--- config.mk ---
export PLATFORM = sky130hd
export DESIGN_NAME = pc_sequencer
export DESIGN_NICKNAME = d
export VERILOG_FILES = /design/src/rtl/pc_seq_pkg.sv /design/src/rtl/pc_seq_rst_sync.sv /design/src/rtl/pc_seq_arbiter.sv /design/src/rtl/pc_seq_stack.sv /design/src/rtl/pc_sequencer.sv
export SDC_FILE = /design/constraint.sdc
export NUM_CORES = 1
export LEC_CHECK = 0
export ABC_CLOCK_PERIOD_IN_PS = 3800
export BUFFER_PORTS_ARGS = -buffer_cell sky130_fd_sc_hd__buf_2
export CORE_AREA = 3 3 111 113
export CTS_CLUSTER_DIAMETER = 200
export DETAILED_ROUTE_END_ITERATION = 8
export DIE_AREA = 0 0 114 116
export MAX_ROUTING_LAYER = met4
export PLACE_DENSITY = 0.74
export SETUP_SLACK_MARGIN = 0.5
export SLEW_MARGIN = 15
export SYNTH_ARGS = -nofsm -noshare
export SYNTH_HDL_FRONTEND = slang
export SYNTH_SLANG_ARGS = --single-unit
--- constraint.sdc ---
create_clock -name clk -period 3.8 [get_ports clk]
set_input_delay 0.57 -clock clk [delete_from_list [all_inputs] [get_ports clk]]
set_output_delay 0.57 -clock clk [all_outputs]
set_load 0.05 [all_outputs]
--- src/rtl/pc_seq_pkg.sv ---
package pc_seq_pkg;
  typedef enum logic [2:0] {
    OP_HOLD = 3'd0,
    OP_INC  = 3'd1,
    OP_JUMP = 3'd2,
    OP_CALL = 3'd3,
    OP_RET  = 3'd4,
    OP_IRQ  = 3'd5
  } seq_op_e;
endpackage

--- src/rtl/pc_seq_rst_sync.sv ---
module pc_seq_rst_sync (
  input  logic clk,
  input  logic arst_n,
  output logic srst_n
);
  logic [1:0] sync_q;

  always_ff @(posedge clk or negedge arst_n) begin
    if (!arst_n) sync_q <= 2'b00;
    else         sync_q <= {sync_q[0], 1'b1};
  end

  assign srst_n = sync_q[1];
endmodule

--- src/rtl/pc_seq_arbiter.sv ---
module pc_seq_arbiter
  import pc_seq_pkg::*;
(
  input  logic    cmd_inc,
  input  logic    cmd_jump,
  input  logic    cmd_call,
  input  logic    cmd_ret,
  input  logic    cmd_irq,
  output seq_op_e op
);
  always_comb begin
    if (cmd_irq)       op = OP_IRQ;
    else if (cmd_ret)  op = OP_RET;
    else if (cmd_call) op = OP_CALL;
    else if (cmd_jump) op = OP_JUMP;
    else if (cmd_inc)  op = OP_INC;
    else               op = OP_HOLD;
  end

  // the chosen operation always matches the highest-ranked strobe
  always_comb begin
    if (cmd_irq) a_irq_wins_r8: assert (op == OP_IRQ);
    if (!cmd_irq && cmd_ret) a_ret_wins_r8: assert (op == OP_RET);
  end
endmodule

--- src/rtl/pc_seq_stack.sv ---
module pc_seq_stack #(
  parameter int ADDR_W = 13,
  parameter int DEPTH  = 8
) (
  input  logic              clk,
  input  logic              rst_n,
  input  logic              push,
  input  logic              pop,
  input  logic [ADDR_W-1:0] push_data,
  output logic [ADDR_W-1:0] top_data,
  output logic [$clog2(DEPTH+1)-1:0] depth
);
  localparam int PTR_W = $clog2(DEPTH);
  localparam int CNT_W = $clog2(DEPTH+1);

  logic [ADDR_W-1:0] mem_q [DEPTH];
  logic [PTR_W-1:0]  wr_ptr_q, wr_ptr_d, rd_idx;
  logic [CNT_W-1:0]  cnt_q, cnt_d;
  logic              ptr_en;

  assign rd_idx   = wr_ptr_q - PTR_W'(1);
  assign top_data = mem_q[rd_idx];
  assign ptr_en   = push | pop;

  always_comb begin
    wr_ptr_d = wr_ptr_q;
    cnt_d    = cnt_q;
    if (push) begin
      wr_ptr_d = wr_ptr_q + PTR_W'(1);
      if (cnt_q != CNT_W'(DEPTH)) cnt_d = cnt_q + CNT_W'(1);
    end else if (pop) begin
      wr_ptr_d = rd_idx;
      if (cnt_q != '0) cnt_d = cnt_q - CNT_W'(1);
    end
  end

  always_ff @(posedge clk or negedge rst_n) begin
    if (!rst_n) begin
      wr_ptr_q <= '0;
      cnt_q    <= '0;
    end else if (ptr_en) begin
      wr_ptr_q <= wr_ptr_d;
      cnt_q    <= cnt_d;
    end
  end

  for (genvar g = 0; g < DEPTH; g++) begin : g_entry
    always_ff @(posedge clk or negedge rst_n) begin
      if (!rst_n) mem_q[g] <= '0;
      else if (push && wr_ptr_q == PTR_W'(g)) mem_q[g] <= push_data;
    end
  end

  assign depth = cnt_q;

  p_depth_bound_r10: assert property (@(posedge clk) disable iff (!rst_n)
    cnt_q <= CNT_W'(DEPTH));

  p_push_on_top_r5: assert property (@(posedge clk) disable iff (!rst_n)
    push |=> top_data == $past(push_data));

  p_depth_full_r10: assert property (@(posedge clk) disable iff (!rst_n)
    (push && cnt_q == CNT_W'(DEPTH)) |=> cnt_q == CNT_W'(DEPTH));
endmodule

--- src/rtl/pc_sequencer.sv ---
module pc_sequencer
  import pc_seq_pkg::*;
#(
  parameter int              PC_W    = 13,
  parameter int              MEM_AW  = 12,
  parameter int              STK_N   = 8,
  parameter logic [PC_W-1:0] RST_VEC = 13'h0000,
  parameter logic [PC_W-1:0] IRQ_VEC = 13'h0004
) (
  input  logic                       clk,
  input  logic                       rst_n,
  input  logic                       cmd_inc,
  input  logic                       cmd_jump,
  input  logic                       cmd_call,
  input  logic                       cmd_ret,
  input  logic                       cmd_irq,
  input  logic [PC_W-1:0]            target,
  output logic [PC_W-1:0]            pc_q,
  output logic [MEM_AW-1:0]          fetch_addr,
  output logic [$clog2(STK_N+1)-1:0] stk_depth
);
  localparam int DEP_W = $clog2(STK_N+1);

  logic            srst_n;
  seq_op_e         op;
  logic [PC_W-1:0] pc_d, pc_r, pc_plus1, stk_top;
  logic            pc_en, push, pop;

  pc_seq_rst_sync u_rst (
    .clk    (clk),
    .arst_n (rst_n),
    .srst_n (srst_n)
  );

  pc_seq_arbiter u_arb (
    .cmd_inc  (cmd_inc),
    .cmd_jump (cmd_jump),
    .cmd_call (cmd_call),
    .cmd_ret  (cmd_ret),
    .cmd_irq  (cmd_irq),
    .op       (op)
  );

  assign pc_plus1 = pc_r + PC_W'(1);
  assign push     = (op == OP_CALL) || (op == OP_IRQ);
  assign pop      = (op == OP_RET);
  assign pc_en    = (op != OP_HOLD);

  pc_seq_stack #(.ADDR_W(PC_W), .DEPTH(STK_N)) u_stk (
    .clk       (clk),
    .rst_n     (srst_n),
    .push      (push),
    .pop       (pop),
    .push_data (pc_plus1),
    .top_data  (stk_top),
    .depth     (stk_depth)
  );

  always_comb begin
    unique case (op)
      OP_INC:                pc_d = pc_plus1;
      OP_JUMP, OP_CALL:      pc_d = target;
      OP_RET:                pc_d = stk_top;
      OP_IRQ:                pc_d = IRQ_VEC;
      default:               pc_d = pc_r;
    endcase
  end

  always_ff @(posedge clk or negedge srst_n) begin
    if (!srst_n)    pc_r <= RST_VEC;
    else if (pc_en) pc_r <= pc_d;
  end

  assign pc_q       = pc_r;
  assign fetch_addr = pc_r[MEM_AW-1:0];

  p_hold_r3: assert property (@(posedge clk) disable iff (!srst_n)
    (!cmd_inc && !cmd_jump && !cmd_call && !cmd_ret && !cmd_irq)
      |=> ($stable(pc_q) && $stable(stk_depth)));

  p_jump_load_r4: assert property (@(posedge clk) disable iff (!srst_n)
    (cmd_jump && !cmd_call && !cmd_ret && !cmd_irq) |=> pc_q == $past(target));

  p_irq_vec_r7: assert property (@(posedge clk) disable iff (!srst_n)
    cmd_irq |=> pc_q == IRQ_VEC);

  p_inc_step_r2: assert property (@(posedge clk) disable iff (!srst_n)
    (cmd_inc && !cmd_jump && !cmd_call && !cmd_ret && !cmd_irq)
      |=> pc_q == $past(pc_q) + PC_W'(1));

  p_call_depth_r5: assert property (@(posedge clk) disable iff (!srst_n)
    (cmd_call && !cmd_ret && !cmd_irq && stk_depth < DEP_W'(STK_N))
      |=> stk_depth == $past(stk_depth) + DEP_W'(1));
endmodule

Yosys cells after proc, flatten, opt, wreduce, memory -nomap -nowiden
Index checks and enable logic that the tools add are counted.
W data, S select, Z words.
{"block": "totals", "regBits": 126}
{"block": "classes", "addsub": 5, "magnitude_cmp": 1, "n_mux": 15, "n_bitwise": 2, "reduce_logical": 19, "n_eq_ne": 14}
{"operator": "$pmux W13 S4", "n": 1}
{"operator": "$bmux W13 S3", "n": 1}
{"operator": "$mux W13", "n": 2}
{"operator": "$eq A3 B3 Y1 const B", "n": 6}
{"operator": "$mux W3", "n": 6}
{"operator": "$mux W4", "n": 4}
{"operator": "$add A13 B1 Y13 const B", "n": 1}
{"operator": "$eq A3 B2 Y1 const B", "n": 4}
{"operator": "$logic_and A1 B1 Y1", "n": 8}
{"operator": "$reduce_bool A4 Y1", "n": 2}
{"operator": "$eq A3 B1 Y1 const B", "n": 2}
{"operator": "$add A4 B1 Y4 const B", "n": 1}
{"operator": "$ge A4 B4 Y1 const B", "n": 1}
{"operator": "$ne A4 B4 Y1 const B", "n": 1}
{"operator": "$not A3 Y4", "n": 1}
{"operator": "$reduce_and A2 Y1", "n": 2}
{"operator": "$reduce_and A4 Y1", "n": 1}
{"operator": "$reduce_bool A2 Y1", "n": 2}
{"operator": "$sub A4 B1 Y4 const B", "n": 1}
{"operator": "$add A3 B1 Y3 const B", "n": 1}
{"operator": "$logic_not A3 Y1", "n": 1}
{"operator": "$reduce_bool A3 Y1", "n": 1}
{"operator": "$sub A3 B1 Y3 const B", "n": 1}
{"operator": "$ne A2 B2 Y1 const B", "n": 1}
{"operator": "other kinds (4)", "n": 4}

Longest topological paths before layout
Gate-level depths: netlist of run 1.
{"block": "logic_depth", "depth_word": 9, "depth_mapped": 10, "depth_no_buf": 9}

Modules after synthesis
From an unflattened synthesis of run 1, not the netlist that was laid out.
{"block": "hier_totals", "hier_cells": 467, "area_unflattened_um2": 6480.0}
{"mod": "pc_seq_stack", "area_per_inst_um2": 5241.3, "cells_each": 317, "n_inst": 1}
{"mod": "pc_sequencer", "area_per_inst_um2": 1153.6, "cells_each": 141, "n_inst": 1}
{"mod": "pc_seq_rst_sync", "area_per_inst_um2": 53.8, "cells_each": 3, "n_inst": 1}
{"mod": "pc_seq_arbiter", "area_per_inst_um2": 31.3, "cells_each": 6, "n_inst": 1}

Worst setup path after synthesis of run 1
Ideal clock, no wire load.
{"block": "synth_path", "path_kind": "reg2reg", "startpoint": "reg u_stk.wr_ptr_q[0]", "endpoint": "reg pc_r[2] (netlist: pc_q[2])", "setup_ns": 0.127, "arrival_time_ns": 2.653, "stages_incl_launch_ff": 10, "path_buffers": 2, "synth_period_minus_slack_ns": 2.779, "path_slack_ns": 1.021, "path_cell_list": "dfrtp_1 > buf_2 > buf_4 > inv_2 > ha_1 > xor2_4 > mux4_1 > mux2i_1 > a21oi_1 > a311o_1"}
{"block": "synth_between", "elab_chain_cells": 6}
{"item": "start, declared", "line": "pc_seq_stack.sv:17", "rtl": "logic [PTR_W-1:0] wr_ptr_q, wr_ptr_d, rd_idx;"}
{"item": "start signal, assigned", "line": "pc_seq_stack.sv:42", "rtl": "wr_ptr_q <= wr_ptr_d;"}
{"item": "$sub A3 B1 Y3", "line": "pc_seq_stack.sv:21", "rtl": "assign rd_idx = wr_ptr_q - PTR_W'(1);"}
{"item": "$not A3 Y4 (not written as such)", "line": "pc_seq_stack.sv:22", "rtl": "assign top_data = mem_q[rd_idx];"}
{"item": "$bmux W13 S3", "line": "pc_seq_stack.sv:22"}
{"item": "$mux W13 (not written as such) (2 in a row)", "line": "pc_seq_stack.sv:22"}
{"item": "$pmux W13 S4", "line": "pc_sequencer.sv:60", "rtl": "unique case (op)"}
{"item": "end signal, assigned", "line": "pc_sequencer.sv:71", "rtl": "else if (pc_en) pc_r <= pc_d;"}
{"item": "end, declared", "line": "pc_sequencer.sv:26", "rtl": "logic [PC_W-1:0] pc_d, pc_r, pc_plus1, stk_top;"}
No other way between the ends. The select of a mux whose other input is x is not followed.
A chain may end at the register's enable or synchronous reset.

Worst setup path after layout of run 1
{"block": "layout_path", "startpoint": "reg pc_r[0] (netlist: pc_q[0])", "endpoint": "reg u_stk.mem_q[51] (netlist bit)"}
{"block": "layout_between", "elab_chain_cells": 1}
{"item": "$add A13 B1 Y13", "line": "pc_sequencer.sv:44", "rtl": "assign pc_plus1 = pc_r + PC_W'(1);"}
{"item": "end signal, assigned by index", "line": "pc_seq_stack.sv:50", "rtl": "else if (push && wr_ptr_q == PTR_W'(g)) mem_q[g] <= push_data;"}
{"item": "end, declared", "line": "pc_seq_stack.sv:16", "rtl": "logic [ADDR_W-1:0] mem_q [DEPTH];"}
No other way between the ends.

==> results by group, run 1 <==
STA
  – F_max: between 300 and 400 MHz
  – Worst slew pin tran: approximately 1100 ps
  – Final setup fails: 0
  – Slew margin rel.: between 20% and 30%
  – Tcrit/Tclk final: 68.9%
  – Tmin final: 2620 ps
  – Max-slew violation count: 0
  – Setup_tns: 0 ps
  – Slack of the critical path: 1180 ps
  – Final Hold Vio Count: 0
  – RSZ-0062 raised after global routing: no
  – Clock Skew: 7.51 ps

Power and ir drop
  – Sw frac: 40.0%
  – Power, Total: 6.76 mW
  – Net switching power figure: around 2.7 mW
  – Clk pwr share: between 20 and 25%
  – Pwr Density: 969 nW/µm²
  – Combinational power share: 41.2%
  – Cell internal pwr: 4.06 mW
  – Peak VDD IR: 549 µV
  – Sequential Power Share: about a third
  – P_leak: around 3.2 nW

Global routing
  – GR Util met2: 38.3%
  – Gr usage total: 24.6%
  – GRT busiest layer: met2
  – Initial antenna violation count: 0
  – First-pass GRT wire length: between 20000 and 25000 µm
  – Largest net degree at the start of global routing: 68
  – Vias in the first global route: 4558
  – GR Util met1: 31.8%
  – Met3 Use GR: 5.07%
  – Total gr overflow: 0

Drt
  – First-pass DRT Iterations: 7
  – Routed vias: 4647
  – Post-DR vias/cell: 6.07
  – Detail Route Antenna Nets: 0
  – Starting DRT DRC Count: about 500
  – WL per Instance: a little under 20 µm
  – Drt total wl: around 15000 µm
  – DR DRC count: 0

Final layout
  – Fraction of layout cells with a size suffix above 1: between 10% and 20%
  – Most common cell after layout, fill and taps aside: dfrtp_1
  – Fin nets: 640
  – Commonest non-fill, non-tap cells in the layout: dfrtp_1, nand2_1, o21ai_0, buf_2, mux4_2
  – Ant diodes: 0
  – Sequential Area: 3160 µm²
  – Multi-input gate area: ~2700 µm²
  – # fillers: 886
  – Syn-to-layout area delta: 14.7%

Place
  – Pre-CTS setup slack: around 1100 ps
  – Port bufs: 48
  – DP Wirelength: between 9000 and 10000 µm
  – Gpl congestion: between 0.8 and 0.9

Clocking
  – Reg clk slew, reported paths: 60 ps
  – Setup bufs post-CTS: 0
  – Clock Sink Count: 126
  – Clock root cell: clkbuf_16
  – CTS tree: built
  – Worst-case clock buffer depth: 2
  – H-tree depth: 4
  – Worst skew pair latency: between 400 and 500 ps
  – CTS Buf Count: 17

Worst setup path
  – Crit-path leading delay family: simple AND/OR/NAND/NOR gates
  – CP Max Fanout: 14
  – Setup crit start kind: flop
  – Bufs and invs on worst path: 0
  – Worst-path cell chain: ha_1, and3_1, nand3_1, or3_1, xor2_1, o21ai_0
  – CP endpoint kind: flop
  – CP max stage delay: ~600 ps
  – Max stage delay cell, worst path: dfrtp_1
  – Critical path class: reg2reg
  – Worst Path Arrival: roughly 2900 ps
  – Worst EP required: 4060 ps

Floorplan
  – Die Ht: 116 µm
  – Die X-Extent: 114 µm
  – Die Area: between 10000 and 15000 µm²
  – I/O pin count: 49
  – Core Footprint: 11400 µm²
  – Initial Util: 53.3%
  – # rows: 39

Job
  – Max Cap Violations: 0

Hold path
  – Hold crit path type: reg2reg

Synthesis
  – Number of enable flip-flop cells after synthesis: 0
  – Post-Syn Area: around 6000 µm²
  – Syn_nets: 608
  – Distinct cell type count after synthesis: 42
  – Sequential-to-total area share from yosys stat: approximately 52%
  – Mapped Cells: a little under 600
  – FF+latch count, synth: between 100 and 150
  – Ys flop type: dfrtp_1
  – Post-synthesis async set-or-reset flop share: 100%
  – Mean Syn Cell Area: 10.5 µm²
  – YS warnings: 0

Outcome
  – Status: finished, final reports clean
==> metal layers <==
metal	vias up	routed length [µm]
met5	-	0
met4	0	314
met3	32	1080
met2	196	7140
met1	2333	6310
li1	2086	-
==> flip-flops by register name, summed over array words and instances (netlist names) <==
signal / flops
u_stk.mem_q: 104
pc_q: 13
u_rst.sync_q: 2
u_stk.depth: 4
u_stk.wr_ptr_q: 3
==> power by group through the flow <==
stage,Sequential [mW],Clock (mW),Combinational [mW]
finish,2.30,1.68,2.78
global route,2.36,1.75,3.02
CTS,2.29,1.69,2.78
detailed placement,2.31,0,2.76
global placement,2.26,0,2.68
floorplan,2.41,0,1.97
==> stage by stage <==
stage	utilization, %	hold slack, ps	cells	cell area (µm²)
after floorplan	-	274	577	6080
after global placement	55.6	335	732	6350
after detailed placement	55.6	339	732	6350
after CTS	61.1	352	765	6980
after global routing	61.1	365	765	6980
final	61.1	350	765	6980
==> synthesized netlist by cell type (4+ instances only) <==
| library cell | instances | share of area [%] |
|---|---|---|
| o21ai_0 | 104 | 8.6 |
| buf_4 | 13 | 1.6 |
| dfrtp_1 | 126 | 52 |
| ha_1 | 10 | 2.1 |
| xnor2_1 | 15 | 2.2 |
| mux4_1 | 4 | 1.7 |
| mux2i_1 | 9 | 1.5 |
| mux2_2 | 9 | 1.7 |
| nor2_1 | 18 | 1.1 |
| a211oi_1 | 4 | 0.49 |
| nand2_1 | 123 | 7.6 |
| a21oi_1 | 10 | 0.82 |
| and3_1 | 4 | 0.41 |
| inv_1 | 7 | 0.43 |
| nand3_1 | 14 | 1.2 |
| o22ai_1 | 6 | 0.62 |
| nor3_1 | 10 | 0.82 |
| clkbuf_1 | 28 | 1.7 |
| mux4_2 | 21 | 7.8 |
| xor2_1 | 11 | 1.6 |
==> final timing paths <==
| check | from | to | slack [ps] | cells after the start |
|---|---|---|---|---|
| min in group asynchronous | u_rst.sync_q[1]$_DFF_PN0_ | u_stk.mem_q[94]$_DFFE_PN0P_ | 440 | 0 |
| max in group asynchronous | u_rst.sync_q[1]$_DFF_PN0_ | u_stk.mem_q[3]$_DFFE_PN0P_ | 2390 | 1 |
| worst max register to register | pc_q[0]$_DFFE_PN0P_ | u_stk.mem_q[51]$_DFFE_PN0P_ | 1180 | 6 |
| worst max-delay path | pc_q[0]$_DFFE_PN0P_ | u_stk.mem_q[51]$_DFFE_PN0P_ | 1180 | 6 |
| worst min-delay path | u_rst.sync_q[0]$_DFF_PN0_ | u_rst.sync_q[1]$_DFF_PN0_ | 350 | 0 |
| worst min register to register | u_rst.sync_q[0]$_DFF_PN0_ | u_rst.sync_q[1]$_DFF_PN0_ | 350 | 0 |
==> kinds of logic after synthesis <==
kind of cell	synth area share (%)
muxes	12.7
adders and majority gates	2.39
and+or+nand+nor	11.7
AOI/OAI and AO/OA	13.1
DFF	51.9
other	0.0617
xor gates and xnor gates	4.20
buffers and inverters	4.07
==> final cells by class <==
| cell class | count | area share (%) |
|---|---|---|
| sequential | 126 | 45.2 |
| inverter | 8 | 0.430 |
| clock inverter | 9 | 1.90 |
| timing repair buffer | 57 | 4.45 |
| tap | 143 | 2.56 |
| clock buffer | 23 | 6.99 |
| multi-input combinational | 399 | 38.4 |
==> what timing repair did <==
item | in CTS | in global routing
resized for setup | 0 | 0
hold endpoints to repair | 2 | 0
hold buffers | 1 | 0
Note: power is estimated with default switching activity, not from simulation.
==> inputs of run 2 (changes only) <==
--- a/config.mk
+++ b/config.mk
@@ -5,14 +5,14 @@
 export SDC_FILE = /design/constraint.sdc
 export NUM_CORES = 1
 export LEC_CHECK = 0
-export ABC_CLOCK_PERIOD_IN_PS = 3800
+export ABC_CLOCK_PERIOD_IN_PS = 2600
 export BUFFER_PORTS_ARGS = -buffer_cell sky130_fd_sc_hd__buf_2
-export CORE_AREA = 3 3 111 113
+export CORE_AREA = 3 3 105 107
 export CTS_CLUSTER_DIAMETER = 200
 export DETAILED_ROUTE_END_ITERATION = 8
-export DIE_AREA = 0 0 114 116
+export DIE_AREA = 0 0 108 110
 export MAX_ROUTING_LAYER = met4
-export PLACE_DENSITY = 0.74
+export PLACE_DENSITY = 0.79
 export SETUP_SLACK_MARGIN = 0.5
 export SLEW_MARGIN = 15
 export SYNTH_ARGS = -nofsm -noshare
==> constraint.sdc (replaced) <==
create_clock -name clk -period 2.6 [get_ports clk]
set_input_delay 0.39 -clock clk [delete_from_list [all_inputs] [get_ports clk]]
set_output_delay 0.39 -clock clk [all_outputs]
set_load 0.05 [all_outputs]
==> results by group, run 2 (synthesized netlist as in run 1, its figures left out) <==
Worst setup path
  – Crit path launch: u_stk.wr_ptr_q[1]$_DFFE_PN0P_
  – Reg-to-reg endpoint: pc_q[2]$_DFFE_PN0P_
  – Worst reg2reg path depth: 7
  – Worst EP required: 3000 ps
  – Worst Path Arrival: 2570 ps
  – FF-to-FF setup slack: about 440 ps
  – Worst r2r src: u_stk.wr_ptr_q[1]$_DFFE_PN0P_
  – CP Max Fanout: 4
  – Setup crit start kind: flop
  – CP endpoint kind: flop
  – Critical path class: reg2reg

Global routing
  – Vias in the first global route: 4832
  – First-pass GRT wire length: 25700 µm
  – Gr usage total: 29.7%
  – Largest net degree at the start of global routing: 70
  – Total gr overflow: 0
  – Initial antenna violation count: 0

STA
  – Worst slew pin tran: 740 ps
  – Final Hold Vio Count: 0
  – Setup_tns: 0 ps
  – RSZ-0062 raised after global routing: yes
  – Tmin final: 2160 ps
  – F_max: 462 MHz
  – Slack of the critical path: ~440 ps
  – Slew margin rel.: 50.3%
  – Tcrit/Tclk final: 83.3%
  – Max-slew violation count: 0
  – Final setup fails: 0
  – Clock Skew: 7.06 ps

Clocking
  – Worst skew pair latency: 530 ps
  – H-tree depth: 4
  – Clock Sink Count: 126
  – CTS Buf Count: 17
  – Clock root cell: clkbuf_8
  – Worst-case clock buffer depth: 2
  – Reg clk slew, reported paths: 60 ps
  – CTS tree: built

Floorplan
  – # rows: 37
  – Die X-Extent: around 110 µm
  – Die Ht: 110 µm
  – Die Area: ~12000 µm²
  – Initial Util: 59.4%
  – Core Footprint: 10200 µm²
  – I/O pin count: 49

Job
  – Max Cap Violations: 0

Final layout
  – Ant diodes: 0
  – Fin nets: 663
  – Fraction of layout cells with a size suffix above 1: between 20% and 30%
  – Sequential Area: roughly 3200 µm²
  – Biggest register: u_stk.mem_q
  – Multi-input gate area: 2760 µm²
  – Number of flip-flops in the largest register: ~100
  – Syn-to-layout area delta: 19.2%
  – Commonest non-fill, non-tap cells in the layout: nand2_1, dfrtp_1, o21ai_0, buf_2, buf_4
  – # fillers: between 600 and 700

Drt
  – First-pass DRT Iterations: 8
  – Starting DRT DRC Count: 648
  – Routed vias: 4956
  – Post-DR vias/cell: roughly 6.4
  – Detail Route Antenna Nets: 0
  – Drt total wl: 16500 µm
  – DR DRC count: 0
  – WL per Instance: around 21 µm

Power and ir drop
  – Pwr Density: 1430 nW/µm²
  – Power, Total: 10.3 mW
  – P_leak: 3.28 nW
  – Peak VDD IR: roughly 680 µV

Place
  – DP Wirelength: 10100 µm
  – Gpl congestion: 0.965
  – Port bufs: 48
  – Pre-CTS setup slack: 290 ps

Outcome
  – Status: finished, final reports clean

Hold path
  – Hold crit path type: in2async
## run 2: cell count changes in the layout (fill, tap and decap cells not counted), sizes merged
cell,delta
buf,+23
clkbuf,-2
clkinvlp,+1
## run 2: timing repair
item                       in CTS  in global routing
gates resized for setup         7                 12
hold endpoints to repair        2                  0
setup endpoints to repair      27                 47
hold buffers                    1                  0
setup buffers                   6                  4
## run 2: layout make-up
| type | count | area share (%) |
|---|---|---|
| clock buffer | 21 | 6.48 |
| clock inverter | 10 | 1.88 |
| inverter | 8 | 0.518 |
| multi-input combinational | 399 | 38.1 |
| sequential | 126 | 43.6 |
| tap | 136 | 2.35 |
| timing repair buffer | 80 | 6.99 |
## run 2: how the worst max path moves through the flow
stage	cells past startpoint	endpoint	slack [ps]
2_1_floorplan	9	pc_q[2]$_DFFE_PN0P_	280
3_3_place_gp	6	u_stk.mem_q[38]$_DFFE_PN0P_	400
3_5_place_dp	6	u_stk.mem_q[51]$_DFFE_PN0P_	290
4_1_cts	7	pc_q[2]$_DFFE_PN0P_	480
5_1_grt	7	pc_q[3]$_DFFE_PN0P_	400
6_report	7	pc_q[2]$_DFFE_PN0P_	440
## run 2: stage by stage
| step | instances | util (%) | hold slack [ps] | area (µm²) |
|---|---|---|---|---|
| final | 780 | 70.8 | 181 | 7250 |
| after global routing | 780 | 70.8 | 176 | 7250 |
| after CTS | 776 | 70.0 | 164 | 7160 |
| after detailed placement | 738 | 63.2 | 180 | 6470 |
| after global placement | 738 | 63.2 | 178 | 6470 |
| after floorplan | 577 | - | 94.4 | 6130 |
## run 2: routing by layer
layer  GRT usage, %  routed length [µm]  vias to the layer above
li1               -                   -                     2120
met1           37.9                6550                     2461
met2           46.9                7880                      329
met3           7.98                1650                       46
met4           9.74                 403                        0
met5              -                   0                        -
## run 2: critical path, cell delays in order (launching register included)
cell	delay, ps
dfrtp_1	390
inv_2	100
ha_4	170
xor2_4	220
mux4_2	560
mux2i_2	230
a21oi_2	90
a311o_1	280
## run 2: report_power, final
group | switching [mW] | internal, mW
registers | 0.657 | 2.76
clock network | 0.863 | 1.55
logic | 2.70 | 1.82
